## config.mk

```make
export PLATFORM = sky130hd
export DESIGN_NAME = spi_xfer_master
export DESIGN_NICKNAME = d
export VERILOG_FILES = /design/src/rtl/spi_xfer_pkg.sv /design/src/rtl/spi_xfer_ctrl.sv /design/src/rtl/spi_xfer_datapath.sv /design/src/rtl/spi_xfer_master.sv
export SDC_FILE = /design/constraint.sdc
export NUM_CORES = 1
export LEC_CHECK = 0
export ABC_AREA = 1
export BUFFER_PORTS_ARGS = -buffer_cell sky130_fd_sc_hd__buf_2
export CAP_MARGIN = 5
export CORE_UTILIZATION = 45
export CTS_BUF_LIST = sky130_fd_sc_hd__clkbuf_2 sky130_fd_sc_hd__clkbuf_4 sky130_fd_sc_hd__clkbuf_8
export DETAILED_ROUTE_END_ITERATION = 12
export PLACE_DENSITY = 0.65
export SETUP_SLACK_MARGIN = 0.15
export SYNTH_ARGS = -nofsm -noshare
export SYNTH_HDL_FRONTEND = slang
export SYNTH_SLANG_ARGS = --single-unit
```

## constraint.sdc

```tcl
create_clock -name clk -period 4.6 [get_ports clk]
set_clock_uncertainty 0.1 [all_clocks]
set_input_delay 0.46 -clock clk [delete_from_list [all_inputs] [get_ports clk]]
set_output_delay 0.46 -clock clk [all_outputs]
set_load 0.02 [all_outputs]
```

## src/rtl/spi_xfer_pkg.sv

```systemverilog
package spi_xfer_pkg;

  // Per-transfer settings captured when a request is accepted
  typedef struct packed {
    logic cpha;
    logic wide;
    logic lsb;
  } xferCfg_t;

  // Strobes from the sequencer to the datapath
  typedef struct packed {
    logic park;     // idle: clock follows the resting level input
    logic load;     // accept request: capture word and settings
    logic toggle;   // flip the serial clock
    logic sample;   // capture the data-in line
    logic advance;  // step to the next bit
    logic finish;   // release select, publish the received word
  } xferStb_t;

  typedef enum logic [1:0] {
    ST_IDLE,
    ST_RUN,
    ST_FIN
  } xferState_t;

endpackage

```

## src/rtl/spi_xfer_ctrl.sv

```systemverilog
module spi_xfer_ctrl
  import spi_xfer_pkg::*;
#(
  parameter int WIDE_BITS   = 16,
  parameter int NARROW_BITS = 8
) (
  input  logic     clk,
  input  logic     rstN,
  input  logic     startReq,
  input  logic     edgeTick,
  input  logic     cfgCpha,
  input  logic     cfgWide,
  output xferStb_t stb,
  output logic     busy
);

  localparam int EDGE_W = $clog2(2 * WIDE_BITS);
  localparam logic [EDGE_W-1:0] LAST_WIDE   = EDGE_W'(2 * WIDE_BITS - 1);
  localparam logic [EDGE_W-1:0] LAST_NARROW = EDGE_W'(2 * NARROW_BITS - 1);

  xferState_t        state, stateNext;
  logic [EDGE_W-1:0] edgeCnt;
  logic              leading;
  logic              lastEdge;

  // Even edge numbers leave the resting level: the first edge of each bit period
  assign leading  = ~edgeCnt[0];
  assign lastEdge = (edgeCnt == (cfgWide ? LAST_WIDE : LAST_NARROW));

  always_comb begin
    stb       = '0;
    stateNext = state;
    unique case (state)
      ST_IDLE: begin
        stb.park = 1'b1;
        if (startReq) begin
          stb.load  = 1'b1;
          stateNext = ST_RUN;
        end
      end
      ST_RUN: begin
        if (edgeTick) begin
          stb.toggle  = 1'b1;
          stb.sample  = cfgCpha ? ~leading : leading;
          stb.advance = cfgCpha ? (leading && (edgeCnt != '0)) : ~leading;
          if (lastEdge) stateNext = ST_FIN;
        end
      end
      ST_FIN: begin
        stb.finish = 1'b1;
        stateNext  = ST_IDLE;
      end
      default: stateNext = ST_IDLE;
    endcase
  end

  always_ff @(posedge clk or negedge rstN) begin
    if (!rstN) begin
      state   <= ST_IDLE;
      edgeCnt <= '0;
    end else begin
      state <= stateNext;
      if (stb.load)        edgeCnt <= '0;
      else if (stb.toggle) edgeCnt <= edgeCnt + 1'b1;
    end
  end

  assign busy = (state != ST_IDLE);

endmodule

```

## src/rtl/spi_xfer_datapath.sv

```systemverilog
module spi_xfer_datapath
  import spi_xfer_pkg::*;
#(
  parameter int WIDE_BITS   = 16,
  parameter int NARROW_BITS = 8
) (
  input  logic                 clk,
  input  logic                 rstN,
  input  xferStb_t             stb,
  input  logic                 cpolSel,
  input  xferCfg_t             cfgIn,
  input  logic [WIDE_BITS-1:0] txWord,
  input  logic                 misoIn,
  output logic                 cfgCpha,
  output logic                 cfgWide,
  output logic                 sclkOut,
  output logic                 mosiOut,
  output logic                 csN,
  output logic                 doneP,
  output logic [WIDE_BITS-1:0] rxWord
);

  localparam int CNT_W = $clog2(WIDE_BITS + 1);
  localparam int IDX_W = $clog2(WIDE_BITS);
  localparam logic [CNT_W-1:0] WIDE_LEN    = CNT_W'(WIDE_BITS);
  localparam logic [CNT_W-1:0] NARROW_LEN  = CNT_W'(NARROW_BITS);
  localparam logic [IDX_W-1:0] WIDE_TOP    = IDX_W'(WIDE_BITS - 1);
  localparam logic [IDX_W-1:0] NARROW_TOP  = IDX_W'(NARROW_BITS - 1);
  localparam logic [WIDE_BITS-1:0] NARROW_MASK =
    (WIDE_BITS'(1) << NARROW_BITS) - WIDE_BITS'(1);

  xferCfg_t             cfgQ;
  logic [WIDE_BITS-1:0] txReg;
  logic [WIDE_BITS-1:0] rxAcc;
  logic [CNT_W-1:0]     bitCnt;
  logic                 sclkQ;
  logic                 csQ;
  logic                 doneQ;
  logic [WIDE_BITS-1:0] rxQ;

  logic [CNT_W-1:0]     activeLen;
  logic [IDX_W-1:0]     topIdx;
  logic                 bitValid;
  logic [IDX_W-1:0]     pos;

  // Bit position addressed by the running bit count, per length and order
  assign activeLen = cfgQ.wide ? WIDE_LEN : NARROW_LEN;
  assign topIdx    = cfgQ.wide ? WIDE_TOP : NARROW_TOP;
  assign bitValid  = (bitCnt < activeLen);
  assign pos       = cfgQ.lsb ? bitCnt[IDX_W-1:0] : (topIdx - bitCnt[IDX_W-1:0]);

  always_ff @(posedge clk or negedge rstN) begin
    if (!rstN) begin
      cfgQ   <= '0;
      txReg  <= '0;
      rxAcc  <= '0;
      bitCnt <= '0;
      sclkQ  <= 1'b0;
      csQ    <= 1'b1;
      doneQ  <= 1'b0;
      rxQ    <= '0;
    end else begin
      doneQ <= 1'b0;
      if (stb.park) sclkQ <= cpolSel;
      if (stb.load) begin
        cfgQ   <= cfgIn;
        txReg  <= txWord;
        rxAcc  <= '0;
        bitCnt <= '0;
        csQ    <= 1'b0;
      end
      if (stb.toggle) sclkQ <= ~sclkQ;
      if (stb.sample && bitValid) rxAcc[pos] <= misoIn;
      if (stb.advance) bitCnt <= bitCnt + 1'b1;
      if (stb.finish) begin
        csQ   <= 1'b1;
        doneQ <= 1'b1;
        rxQ   <= cfgQ.wide ? rxAcc : (rxAcc & NARROW_MASK);
      end
    end
  end

  assign mosiOut = bitValid ? txReg[pos] : 1'b0;
  assign cfgCpha = cfgQ.cpha;
  assign cfgWide = cfgQ.wide;
  assign sclkOut = sclkQ;
  assign csN     = csQ;
  assign doneP   = doneQ;
  assign rxWord  = rxQ;

endmodule

```

## src/rtl/spi_xfer_master.sv

```systemverilog
module spi_xfer_master
  import spi_xfer_pkg::*;
#(
  parameter int WIDE_BITS   = 16,
  parameter int NARROW_BITS = 8
) (
  input  logic                 clk,
  input  logic                 rstN,
  input  logic                 startReq,
  input  logic [WIDE_BITS-1:0] txWord,
  input  logic                 cpolSel,
  input  logic                 cphaSel,
  input  logic                 wideSel,
  input  logic                 lsbFirst,
  input  logic                 edgeTick,
  input  logic                 misoIn,
  output logic                 sclkOut,
  output logic                 mosiOut,
  output logic                 csN,
  output logic                 busy,
  output logic                 doneP,
  output logic [WIDE_BITS-1:0] rxWord
);

  xferStb_t stb;
  xferCfg_t cfgIn;
  logic     cfgCpha;
  logic     cfgWide;

  assign cfgIn = '{cpha: cphaSel, wide: wideSel, lsb: lsbFirst};

  spi_xfer_ctrl #(
    .WIDE_BITS  (WIDE_BITS),
    .NARROW_BITS(NARROW_BITS)
  ) u_ctrl (
    .clk     (clk),
    .rstN    (rstN),
    .startReq(startReq),
    .edgeTick(edgeTick),
    .cfgCpha (cfgCpha),
    .cfgWide (cfgWide),
    .stb     (stb),
    .busy    (busy)
  );

  spi_xfer_datapath #(
    .WIDE_BITS  (WIDE_BITS),
    .NARROW_BITS(NARROW_BITS)
  ) u_dp (
    .clk    (clk),
    .rstN   (rstN),
    .stb    (stb),
    .cpolSel(cpolSel),
    .cfgIn  (cfgIn),
    .txWord (txWord),
    .misoIn (misoIn),
    .cfgCpha(cfgCpha),
    .cfgWide(cfgWide),
    .sclkOut(sclkOut),
    .mosiOut(mosiOut),
    .csN    (csN),
    .doneP  (doneP),
    .rxWord (rxWord)
  );

endmodule

```

# After elaboration in Yosys (flattened, before gate mapping)
# Cells that the tools add are included.
[classes]
mux = 33
n_eq_ne = 6
n_bitwise = 2
magnitude_cmp = 3
n_reduce_logical = 11
addsub = 3
[op_table]
columns = ["operator", "n"]
rows = [
  ["two-way mux 16 bit", 3],
  ["two-way mux 5 bit", 6],
  ["bitwise mux 16 bit", 1],
  ["two-way mux 1 bit", 12],
  ["adder 5 x 1 -> 5 bit, second input constant", 2],
  ["nonzero test 2 bit", 5],
  ["two-way mux 2 bit", 4],
  ["two-way mux 4 bit", 2],
  ["two-way mux 3 bit", 2],
  ["== test 5 bit", 1],
  ["less-than comparator 4 x 5 -> 1 bit, second input constant", 1],
  ["less-than comparator 5 bit", 1],
  ["nonzero test 5 bit", 1],
  ["binary-select mux 1 bit (select 4 bit)", 1],
  ["demux 1 bit (select 4 bit)", 1],
  ["greater-or-equal comparator 4 x 1 -> 1 bit, second input constant", 1],
  ["!= test 2 bit, second input constant", 2],
  ["case mux 2 bit (2 select lines)", 1],
  ["subtractor 4 bit", 1],
  ["logical AND 1 bit", 3],
  ["AND reduction 3 bit", 1],
  ["== test 2 x 1 -> 1 bit, second input constant", 1],
  ["== test 2 bit, second input constant", 1],
  ["logical NOT 2 bit", 1],
  ["2 further kinds", 3],
]
[totals]
register_bits = 66
out_inout_bits = 21
elab_cells = 70

# Longest topological paths before layout
# Gate-level depths: netlist of run 1.
[depth]
word_depth = 9
depth_mapped = 11

# Hierarchy
# A second synthesis of run 1 with hierarchy kept.
[unflattened]
cells_unflattened = 387
area_unflattened_um2 = 3179.3
[modules_own_cells]
columns = ["mod", "cells_each", "seq_area_each_um2", "area_each_um2", "instances"]
rows = [
  ["spi_xfer_datapath", 331, 1477.7, 2748.9, 1],
  ["spi_xfer_ctrl", 56, 175.2, 430.4, 1],
]

# Worst setup path after synthesis of run 1
# Ideal clock, no wire load.
[synth_timing]
kind = "register -> output"
start = "reg u_dp.cfgQ, in the netlist u_dp.cfgWide"
end = "out mosiOut"
arrival_ns = 1.559
path_stages_with_launch = 6
required_time_ns = 4.040
path_buffers = 0
path_slack_ns = 2.481
cell_sequence = "dfrtp_1 > clkinv_1 > ha_1 > a21oi_1 > nand3_1 > nor2_1"
[synth_via]
elab_chain_cells = 6
elab_cells_between_ends = 8
[synth_rtl]
columns = ["element", "line", "rtl"]
rows = [
  ["start, declared", "spi_xfer_datapath.sv:32", "xferCfg_t cfgQ;"],
  ["start signal, assigned", "spi_xfer_datapath.sv:66", "cfgQ <= cfgIn;"],
  ["two-way mux 4 bit", "spi_xfer_datapath.sv:48", "assign topIdx = cfgQ.wide ? WIDE_TOP : NARROW_TOP;"],
  ["subtractor 4 bit", "spi_xfer_datapath.sv:50", "assign pos = cfgQ.lsb ? bitCnt[IDX_W-1:0] : (topIdx - bitCnt[IDX_W-1:0]);"],
  ["two-way mux 4 bit", "spi_xfer_datapath.sv:50", ""],
  ["binary-select mux 1 bit (select 4 bit)", "spi_xfer_datapath.sv:83", "assign mosiOut = bitValid ? txReg[pos] : 1'b0;"],
  ["two-way mux 1 bit (not written as such)", "spi_xfer_datapath.sv:83", ""],
  ["two-way mux 1 bit (*)", "spi_xfer_datapath.sv:83", ""],
  ["end, declared", "spi_xfer_master.sv:18", "output logic mosiOut,"],
]
# Every way passes the cells marked *; elsewhere a longest branch is shown, timed or not. The select of a mux whose other input is x is not followed.

# Worst setup path in the final report of run 1
# Same ends and word-level chain as after synthesis.

==> qor.csv, run 1 <==
stage,metric,value,unit
setup_path,Worst EP arrival,2190,ps
final_layout,Layout area overhead,15.8,%
clocking,CTS resizes,0,
global_route,Total GRT Usage,18.7,%
final_layout,share of layout cells above drive strength 1,17.6,%
clocking,clock input transition at the sequential cells of the worst setup and hold paths,70,ps
clocking,CTS tree,built,
floorplan,Initial Utilization,46.4,%
setup_path,Reg2Reg Depth,8,
place,post-detail-place hpwl,4310,µm
final_layout,Nets,468,
clocking,Max Buffers Root-to-Sink,2,
final_layout,most frequent cells in the layout,"nand2_1 (134), dfrtp_1 (65), buf_2 (45), inv_1 (39)",
synth,sequential share of the synthesized area,52.5,%
min_path,HP Class,in -> async,
route,DR DRC count,1,
floorplan,core box area,6790,µm²
clocking,later-pin clock latency in the skew report,340,ps
synth,syn_nets,422,
synth,cells after synthesis,392,
setup_path,CP Data Required Time,4040,ps
sta,TNS Setup,0,ps
floorplan,die width,85.7,µm
floorplan,Die Ht,85.7,µm
synth,Syn. warnings,0,
clocking,H-Tree Level Count,3,
floorplan,Die ar.,7340,µm²
setup_path,Worst R2R End,u_dp.rxAcc[14],
final_layout,ANT cells,0,
global_route,first-pass GRT wire length,10500,µm
setup_path,Crit Path Category,reg -> out,
global_route,grt met3 use,3.75,%
final_layout,"commonest non-fill, non-tap cell in the layout",nand2_1,
route,drt total wl,6170,µm
outcome,status,"finished, violations left",
sta,final setup fails,0,
floorplan,FP Rows,30,
global_route,GRT Residual Overflow,0,
route,total number of vias,2569,
power,maximum vdd drop,452,µV
sta,worst slew pin tran,963,ps
synth,Post-Syn Area,3150,µm²
clocking,hold-fix buffer count after cts,0,
clocking,# clock sinks,66,
setup_path,CP Launch Type,flip-flop,
sta,Final Max Slew Viols,0,
global_route,met1 usage,23.8,%
sta,RSZ-0062 raised after global routing,false,
sta,Max Fclk,0.364,GHz
global_route,initial antenna violation count,0,
setup_path,worst-path maximum fanout,10,
global_route,vias in the first global route,2361,
run,max-capacitance violation count,0,
route,Initial DRC Count,150,
route,post-route antenna net violation count,0,
clocking,CTS Buf Count,9,
sta,fin crit share,59.8,%
power,Power Total,0.00227,W
setup_path,FF-to-FF Start,u_dp.cfgWide,
global_route,GR Util met2,30.3,%
sta,worst rel slew slack,35.7,%
global_route,gr busiest metal,met2,
synth,Netlist cell types,28,
route,DR WL/cell,11.5,µm
sta,Tmin final,2750,ps
global_route,largest net degree at the start of global routing,48,
sta,final-report hold violation count,0,
route,drt pass-1 iters,9,
setup_path,r2r setup slk,2330,ps
power,pwr/cell area,623,nW/µm²
clocking,number of post-CTS setup repair buffers,0,
synth,"FF+latch count, synth",66,
place,placer's final routability congestion estimate,0.810,
place,Port Buf Inserts,45,
setup_path,Crit. End Element,output pin,
clocking,clock root buffer,clkbuf_8,
synth,Mapped Avg Cell Area,8.03,µm²
floorplan,io pins,46,
power,static leakage,1.83,nW
route,vias per inst,4.78,
outcome,failing checks,DRC,
==> logic make-up after synthesis <==
family / Yosys count / synth area share [%]
compound gates: 64 / 10.8
xor+xnor: 5 / 1.63
fa+ha+maj: 5 / 1.99
buf+inv: 58 / 7.11
flops: 66 / 52.5
simple gates: 194 / 25.9
==> worst max-delay path, stage by stage (launching register included) <==
cell      delay, ps
dfrtp_1         400
clkinv_1        290
ha_1            380
o21ai_1         140
inv_2            90
nor2_1          170
nand2_1          80
nand3_1          80
nor2_1           60
buf_2           150
==> worst max-delay path by stage <==
| stage | start | slack (ps) | cells after the start | to |
|---|---|---|---|---|
| detailed placement | u_dp.cfgWide | 2230 | 9 | mosiOut |
| CTS | u_dp.cfgWide | 1840 | 9 | mosiOut |
| global placement | u_dp.cfgWide | 2310 | 6 | mosiOut |
| floorplan | u_dp.cfgWide | 2480 | 5 | mosiOut |
| global route | u_dp.cfgWide | 1610 | 9 | mosiOut |
| finish | u_dp.cfgWide | 1850 | 9 | mosiOut |
==> layout make-up <==
cell class,count,area (µm²)
timing repair buffer,46,233
multi-input combinational,268,1270
inverter,47,176
tap,96,120
fill,654,3150
sequential,66,1650
clock buffer,12,153
clock inverter,3,40.0
==> metrics by stage <==
stage | hold WS, ps | utilization (%) | worst slack (ps) | instance area [µm²] | std cells
2_1_floorplan | 64.4 | - | 2480 | 3150 | 392
6_report | 79.2 | 53.7 | 1850 | 3650 | 538
3_5_place_dp | 354 | 50.8 | 2230 | 3450 | 523
5_1_grt | 134 | 53.7 | 1610 | 3650 | 538
3_3_place_gp | 350 | 50.8 | 2310 | 3450 | 523
4_1_cts | 105 | 53.7 | 1840 | 3650 | 538
==> report_power, final <==
group | internal, W | switching [W] | total [W]
sequential | 0.000758 | 0.000105 | 0.000863
combinational | 0.000315 | 0.000615 | 0.000930
clock | 0.000272 | 0.000209 | 0.000481
total | 0.00135 | 0.000929 | 0.00227
==> registers in the layout (all words and copies together) (netlist names), 2 cells and up <==
register        count
u_ctrl.edgeCnt      5
u_ctrl.state        2
u_dp.bitCnt         5
u_dp.rxAcc         16
u_dp.rxWord        16
u_dp.txReg         16
==> cell usage after synthesis <==
cell / instances / share of area, %
inv_2: 7 / 0.83
nor2_2: 3 / 0.60
o21ai_0: 28 / 4.4
a211oi_1: 1 / 0.24
xor2_2: 1 / 0.52
nand3_1: 14 / 2.2
nand4_4: 1 / 0.68
nor2_4: 2 / 0.72
nand2_1: 134 / 16
a21oi_1: 6 / 0.95
o21ai_1: 21 / 3.3
nor3_1: 4 / 0.64
buf_2: 5 / 0.79
nand4_1: 1 / 0.20
o22ai_1: 1 / 0.20
ha_1: 5 / 2.0
nand3b_1: 5 / 1.2
o31ai_1: 6 / 1.4
dfstp_2: 1 / 0.83
inv_1: 39 / 4.6
xor2_1: 2 / 0.56
xnor2_1: 2 / 0.56
dfrtp_1: 65 / 52
nand2_2: 2 / 0.40
nor2_1: 28 / 3.3
clkbuf_1: 6 / 0.72
clkinv_1: 1 / 0.12
o21a_1: 1 / 0.24
==> metal layers <==
layer / share of wire (%) / vias up
met5: 0 / -
met3: 3.0 / 10
met1: 47 / 1189
li1: - / 1329
met2: 48 / 41
met4: 2.4 / 0
Power figures use the tool's default switching activity.
==> run 2, diff against run 1 <==
Clock period 4.6 ns to 2.6 ns, I/O delays scaled along.
==> run 2 against run 1 <==
The run still ends with DRC left. Power up 85%. Largest power group unchanged. Clock-buffer cell count decreased by 1. First-iteration DRC count down 8.0%. Combinational power up 84%. Die area stayed put. Worst hold slack got worse by 71 ps. Sequential share of layout area is 1.8 points lower. Setup slack got worse by 1500 ps. Clock power grew 100%. Sequential power increased by 77%.
==> qor.csv, run 2 (synthesis results as in run 1) <==
stage,metric,value,unit
setup_path,Crit Path Category,reg -> out,
power,maximum vdd drop,788,µV
place,placer's final routability congestion estimate,0.856,
setup_path,worst-path maximum fanout,5,
sta,TNS Setup,0,ps
global_route,Total GRT Usage,19.5,%
floorplan,die width,85.7,µm
clocking,CTS Buf Count,9,
sta,Final Max Slew Viols,0,
min_path,Hold Crit Depth,3,
clocking,H-Tree Level Count,3,
final_layout,share of layout cells above drive strength 1,19.3,%
floorplan,Die ar.,7340,µm²
power,static leakage,1.90,nW
global_route,first-pass GRT wire length,11100,µm
sta,worst slew pin tran,989,ps
sta,smallest hold slack,8.47,ps
final_layout,"commonest non-fill, non-tap cell in the layout",nand2_1,
sta,fin crit share,87.7,%
sta,Max Fclk,0.438,GHz
clocking,later-pin clock latency in the skew report,350,ps
floorplan,core box area,6790,µm²
sta,worst rel slew slack,33.9,%
route,drt total wl,6470,µm
setup_path,FF-to-FF Start,u_dp.cfgWide,
sta,final-report hold violation count,0,
setup_path,Reg2Reg Depth,8,
sta,RSZ-0062 raised after global routing,false,
setup_path,Worst R2R End,u_dp.rxAcc[14],
run,max-capacitance violation count,0,
setup_path,CP Data Required Time,2240,ps
setup_path,Worst EP arrival,1920,ps
final_layout,Nets,480,
sta,final setup fails,0,
floorplan,Initial Utilization,46.4,%
outcome,failing checks,DRC,
min_path,HP Class,in -> reg,
setup_path,CP Launch Type,flip-flop,
final_layout,ANT cells,0,
route,Initial DRC Count,138,
route,post-route antenna net violation count,0,
final_layout,most frequent cells in the layout,"nand2_1 (134), dfrtp_1 (63), buf_2 (45), inv_1 (39)",
floorplan,FP Rows,30,
route,DR WL/cell,11.7,µm
place,Port Buf Inserts,45,
route,total number of vias,2613,
sta,Tmin final,2280,ps
outcome,status,"finished, violations left",
min_path,Hold Path End,u_dp.txReg[14],
route,vias per inst,4.74,
place,post-detail-place hpwl,4510,µm
final_layout,Layout area overhead,20.7,%
min_path,HP Start,txWord[14],
global_route,GRT Residual Overflow,0,
place,Inst Count DP,527,
setup_path,r2r setup slk,670,ps
route,DR DRC count,1,
global_route,largest net degree at the start of global routing,35,
floorplan,io pins,46,
global_route,initial antenna violation count,0,
route,drt pass-1 iters,8,
global_route,vias in the first global route,2491,
floorplan,Die Ht,85.7,µm
clocking,clock root buffer,clkbuf_8,
power,pwr/cell area,1110,nW/µm²
final_layout,# fillers,651,
final_layout,Non-Filler Instances,551,
clocking,clock input transition at the sequential cells of the worst setup and hold paths,70,ps
clocking,CTS tree,built,
clocking,Max Buffers Root-to-Sink,2,
setup_path,Crit. End Element,output pin,
clocking,# clock sinks,66,
==> run 2: changes by cell type in the layout (fill, tap and decap cells not counted), moves of 2 or more <==
cell / delta
dlygate4sd3_1: +6
dfrtp_2: +2
dfrtp_1: -2
buf_4: +5
==> run 2: worst max-delay path by stage <==
stage / from / endpoint / slack, ps / cells past startpoint
after detailed placement: u_dp.cfgWide / u_dp.rxAcc[8] / 560 / 8
after floorplan: u_dp.cfgWide / mosiOut / 680 / 5
after global placement: u_dp.cfgWide / u_dp.rxAcc[11] / 540 / 8
after global routing: u_dp.cfgQ[0] / mosiOut / 160 / 10
final: u_dp.cfgWide / mosiOut / 320 / 9
after CTS: u_dp.cfgQ[0] / mosiOut / 240 / 10
==> run 2: where the power goes <==
part	switching, W	leakage (nW)	total (W)	internal [W]
clock	0.000395	0.113	0.000969	0.000573
combinational	0.00111	0.926	0.00171	0.000602
sequential	0.000191	0.863	0.00153	0.00134
total	0.00170	1.90	0.00422	0.00252
==> run 2: routing by layer <==
| metal | GRT usage (%) | up-vias | share of wire, % |
|---|---|---|---|
| met5 | 0 | - | 0 |
| met4 | 7.12 | 0 | 1.2 |
| met3 | 6.35 | 7 | 4.2 |
| met2 | 31.1 | 46 | 46 |
| met1 | 25.1 | 1203 | 48 |
| li1 | - | 1357 | - |
==> run 2: through the flow <==
| step | setup WS, ps | total power, W | area [µm²] | util [%] |
|---|---|---|---|---|
| floorplan | 681 | 0.00280 | 3150 | - |
| global placement | 544 | 0.00318 | 3500 | 51.5 |
| detailed placement | 561 | 0.00322 | 3500 | 51.5 |
| CTS | 243 | 0.00421 | 3780 | 55.6 |
| global route | 161 | 0.00460 | 3800 | 55.9 |
| finish | 319 | 0.00422 | 3800 | 55.9 |
==> run 2: critical path, stage by stage, from the launching register on <==
cell      delay [ps]
dfrtp_1          390
clkinv_1         130
ha_1             300
o21ai_1          140
inv_2             90
nor2_1           160
nand2_1           80
nand3_1           80
nor2_1            60
buf_2            150
==> run 2: what timing repair did <==
item	in CTS	in global routing
endpoints found under the setup margin	0	1
hold buffers	6	0
setup buffers	0	2
hold endpoints to repair	20	0
gates resized for setup	0	3
==> run 2: area by class of cell <==
type	count	area, µm²	share of cell area [%]
timing repair buffer	58	350	9.22
clock inverter	5	77.6	2.04
clock buffer	11	145	3.82
multi-input combinational	268	1280	33.6
inverter	47	176	4.64
sequential	66	1660	43.5
tap	96	120	3.16
==> run 3, diff against run 2 <==
Settings changed: PLACE_DENSITY 0.65 to default, PLACE_DENSITY_LB_ADDON from default to 0.3, SLEW_MARGIN from default to 5.
==> run 3 against run 2 <==
The flow now finishes without violations. Core utilization fell by 0.39 points. Combinational power hardly changed. Die area is the same. Largest power group unchanged.
==> qor.csv, run 3 (synthesis results as in run 1) <==
stage,metric,value,unit
outcome,status,completed,
global_route,largest net degree at the start of global routing,48,
floorplan,Die Ht,85.7,µm
final_layout,Nets,475,
place,placer's final routability congestion estimate,0.760,
setup_path,critical path's largest stage delay,470,ps
setup_path,crit-path cells,nand2_1 -> nand2_1 -> nand2_1 -> o21ai_0 -> nor2_1 -> nor2_1 -> nor2_1 -> buf_2,
floorplan,FP Rows,30,
global_route,Total GRT Usage,19.1,%
route,vias per inst,4.75,
global_route,GRT Residual Overflow,0,
setup_path,Crit Path Category,reg -> out,
floorplan,Initial Utilization,46.4,%
sta,worst slew pin tran,962,ps
place,post-detail-place hpwl,4360,µm
route,DR DRC count,0,
clocking,H-Tree Level Count,3,
clocking,CTS tree,built,
floorplan,die width,85.7,µm
sta,TNS Setup,0,ps
setup_path,Worst EP arrival,1930,ps
clocking,later-pin clock latency in the skew report,350,ps
sta,PnR worst setup slack,309,ps
sta,RSZ-0062 raised after global routing,false,
setup_path,CP Launch Type,flip-flop,
route,DR WL/cell,11.4,µm
route,M1 WL,3000,µm
setup_path,Crit. End Element,output pin,
global_route,initial antenna violation count,0,
power,pwr/cell area,1120,nW/µm²
place,Place WS,369,ps
sta,worst rel slew slack,35.7,%
clocking,Max Buffers Root-to-Sink,2,
route,DR top layer,met4,
power,static leakage,1.89,nW
clocking,# clock sinks,66,
route,drt total wl,6230,µm
clocking,clock input transition at the sequential cells of the worst setup and hold paths,70,ps
min_path,HP Start,txWord[12],
power,maximum vdd drop,841,µV
setup_path,worst-path maximum fanout,8,
route,Met3 Wirelength,221,µm
floorplan,io pins,46,
sta,final setup fails,0,
floorplan,Die ar.,7340,µm²
final_layout,# fillers,629,
place,Inst Count DP,524,
place,Port Buf Inserts,45,
sta,final-report hold violation count,0,
final_layout,ANT cells,0,
sta,Max Fclk,0.437,GHz
clocking,CTS Buf Count,9,
final_layout,most frequent cells in the layout,"nand2_1 (133), dfrtp_1 (63), buf_2 (45), inv_1 (39)",
global_route,first-pass GRT wire length,10800,µm
final_layout,Layout area overhead,19.9,%
sta,fin crit share,88.1,%
clocking,clock root buffer,clkbuf_8,
setup_path,FF-to-FF Start,u_dp.cfgWide,
clocking,number of post-CTS setup repair buffers,0,
sta,Tmin final,2290,ps
setup_path,slowest stage cell on the critical path,dfrtp_2,
route,met2 WL post-DR,2880,µm
final_layout,"commonest non-fill, non-tap cell in the layout",nand2_1,
setup_path,CP Data Required Time,2240,ps
setup_path,crit path launch,u_dp.cfgQ[0],
global_route,vias in the first global route,2448,
final_layout,Non-Filler Instances,546,
run,max-capacitance violation count,0,
min_path,HP Class,in -> reg,
final_layout,share of layout cells above drive strength 1,18.7,%
route,post-route antenna net violation count,0,
route,drt pass-1 iters,4,
floorplan,core box area,6790,µm²
sta,Final Max Slew Viols,0,
route,Initial DRC Count,80,
route,total number of vias,2595,
==> run 3: changes by cell type in the layout (fill, tap and decap cells not counted) <==
cell / delta
nor2_2: -1
nor2_4: +1
a21oi_1: +1
a21oi_2: -1
clkinv_1: -1
buf_4: -5
clkinv_2: -2
clkinvlp_4: -1
nand2_2: +1
nand2_1: -1
clkbuf_4: +3
inv_4: +1
==> run 3: per-stage QoR <==
step | power (W) | util, % | cell area [µm²] | hold WS [ps]
after floorplan | 0.00280 | - | 3150 | -136
after global placement | 0.00317 | 51.1 | 3470 | 274
after detailed placement | 0.00321 | 51.1 | 3470 | 281
after CTS | 0.00422 | 55.4 | 3760 | 2.37
after global routing | 0.00458 | 55.6 | 3770 | 16.7
final | 0.00421 | 55.6 | 3770 | 12.5
==> run 3: path summary, 6_finish.rpt <==
path                             endpoint  slack (ps)  depth (start not counted)
setup / recovery                  mosiOut         310                          8
hold / removal             u_dp.txReg[12]          10                          3
setup reg to reg           u_dp.rxAcc[14]         630                          8
hold reg to reg                  u_dp.csN         360                          2
max in group asynchronous        u_dp.csN        1290                          3
min in group asynchronous      u_dp.doneP         420                          2
==> run 3: critical path, delay by kind of cell, from the launching register on <==
| family | cells | cell delay, ps |
|---|---|---|
| AND/OR/NAND/NOR | 6 | 830 |
| buffers and inverters | 1 | 190 |
| AO/OA/AOI/OAI | 1 | 100 |
| flip-flops | 1 | 470 |
==> run 3: metal layers <==
layer | up-vias | track usage [%]
li1 | 1340 | -
met1 | 1192 | 24.1
met2 | 51 | 31.2
met3 | 12 | 3.75
met4 | 0 | 9.85
met5 | - | 0
==> run 3: cell type report <==
| class | count | area, µm² | area share (%) |
|---|---|---|---|
| clock buffer | 14 | 168 | 4.44 |
| clock inverter | 2 | 60.1 | 1.59 |
| inverter | 47 | 179 | 4.74 |
| multi-input combinational | 268 | 1280 | 33.9 |
| sequential | 66 | 1660 | 43.9 |
| tap | 96 | 120 | 3.18 |
| timing repair buffer | 53 | 313 | 8.29 |
==> run 3: report_power, final <==
part	internal [W]	switching, W	leakage (nW)	total (W)
registers	0.00134	0.000188	0.863	0.00153
clock network	0.000610	0.000375	0.119	0.000986
logic	0.000578	0.00111	0.904	0.00169
total	0.00253	0.00168	1.89	0.00421
==> run 3: timing repair <==
item	CTS	global route
endpoints found under the setup margin	1	1
resized for setup	1	5
endpoints found under the hold margin	37	0
hold buffers	6	0
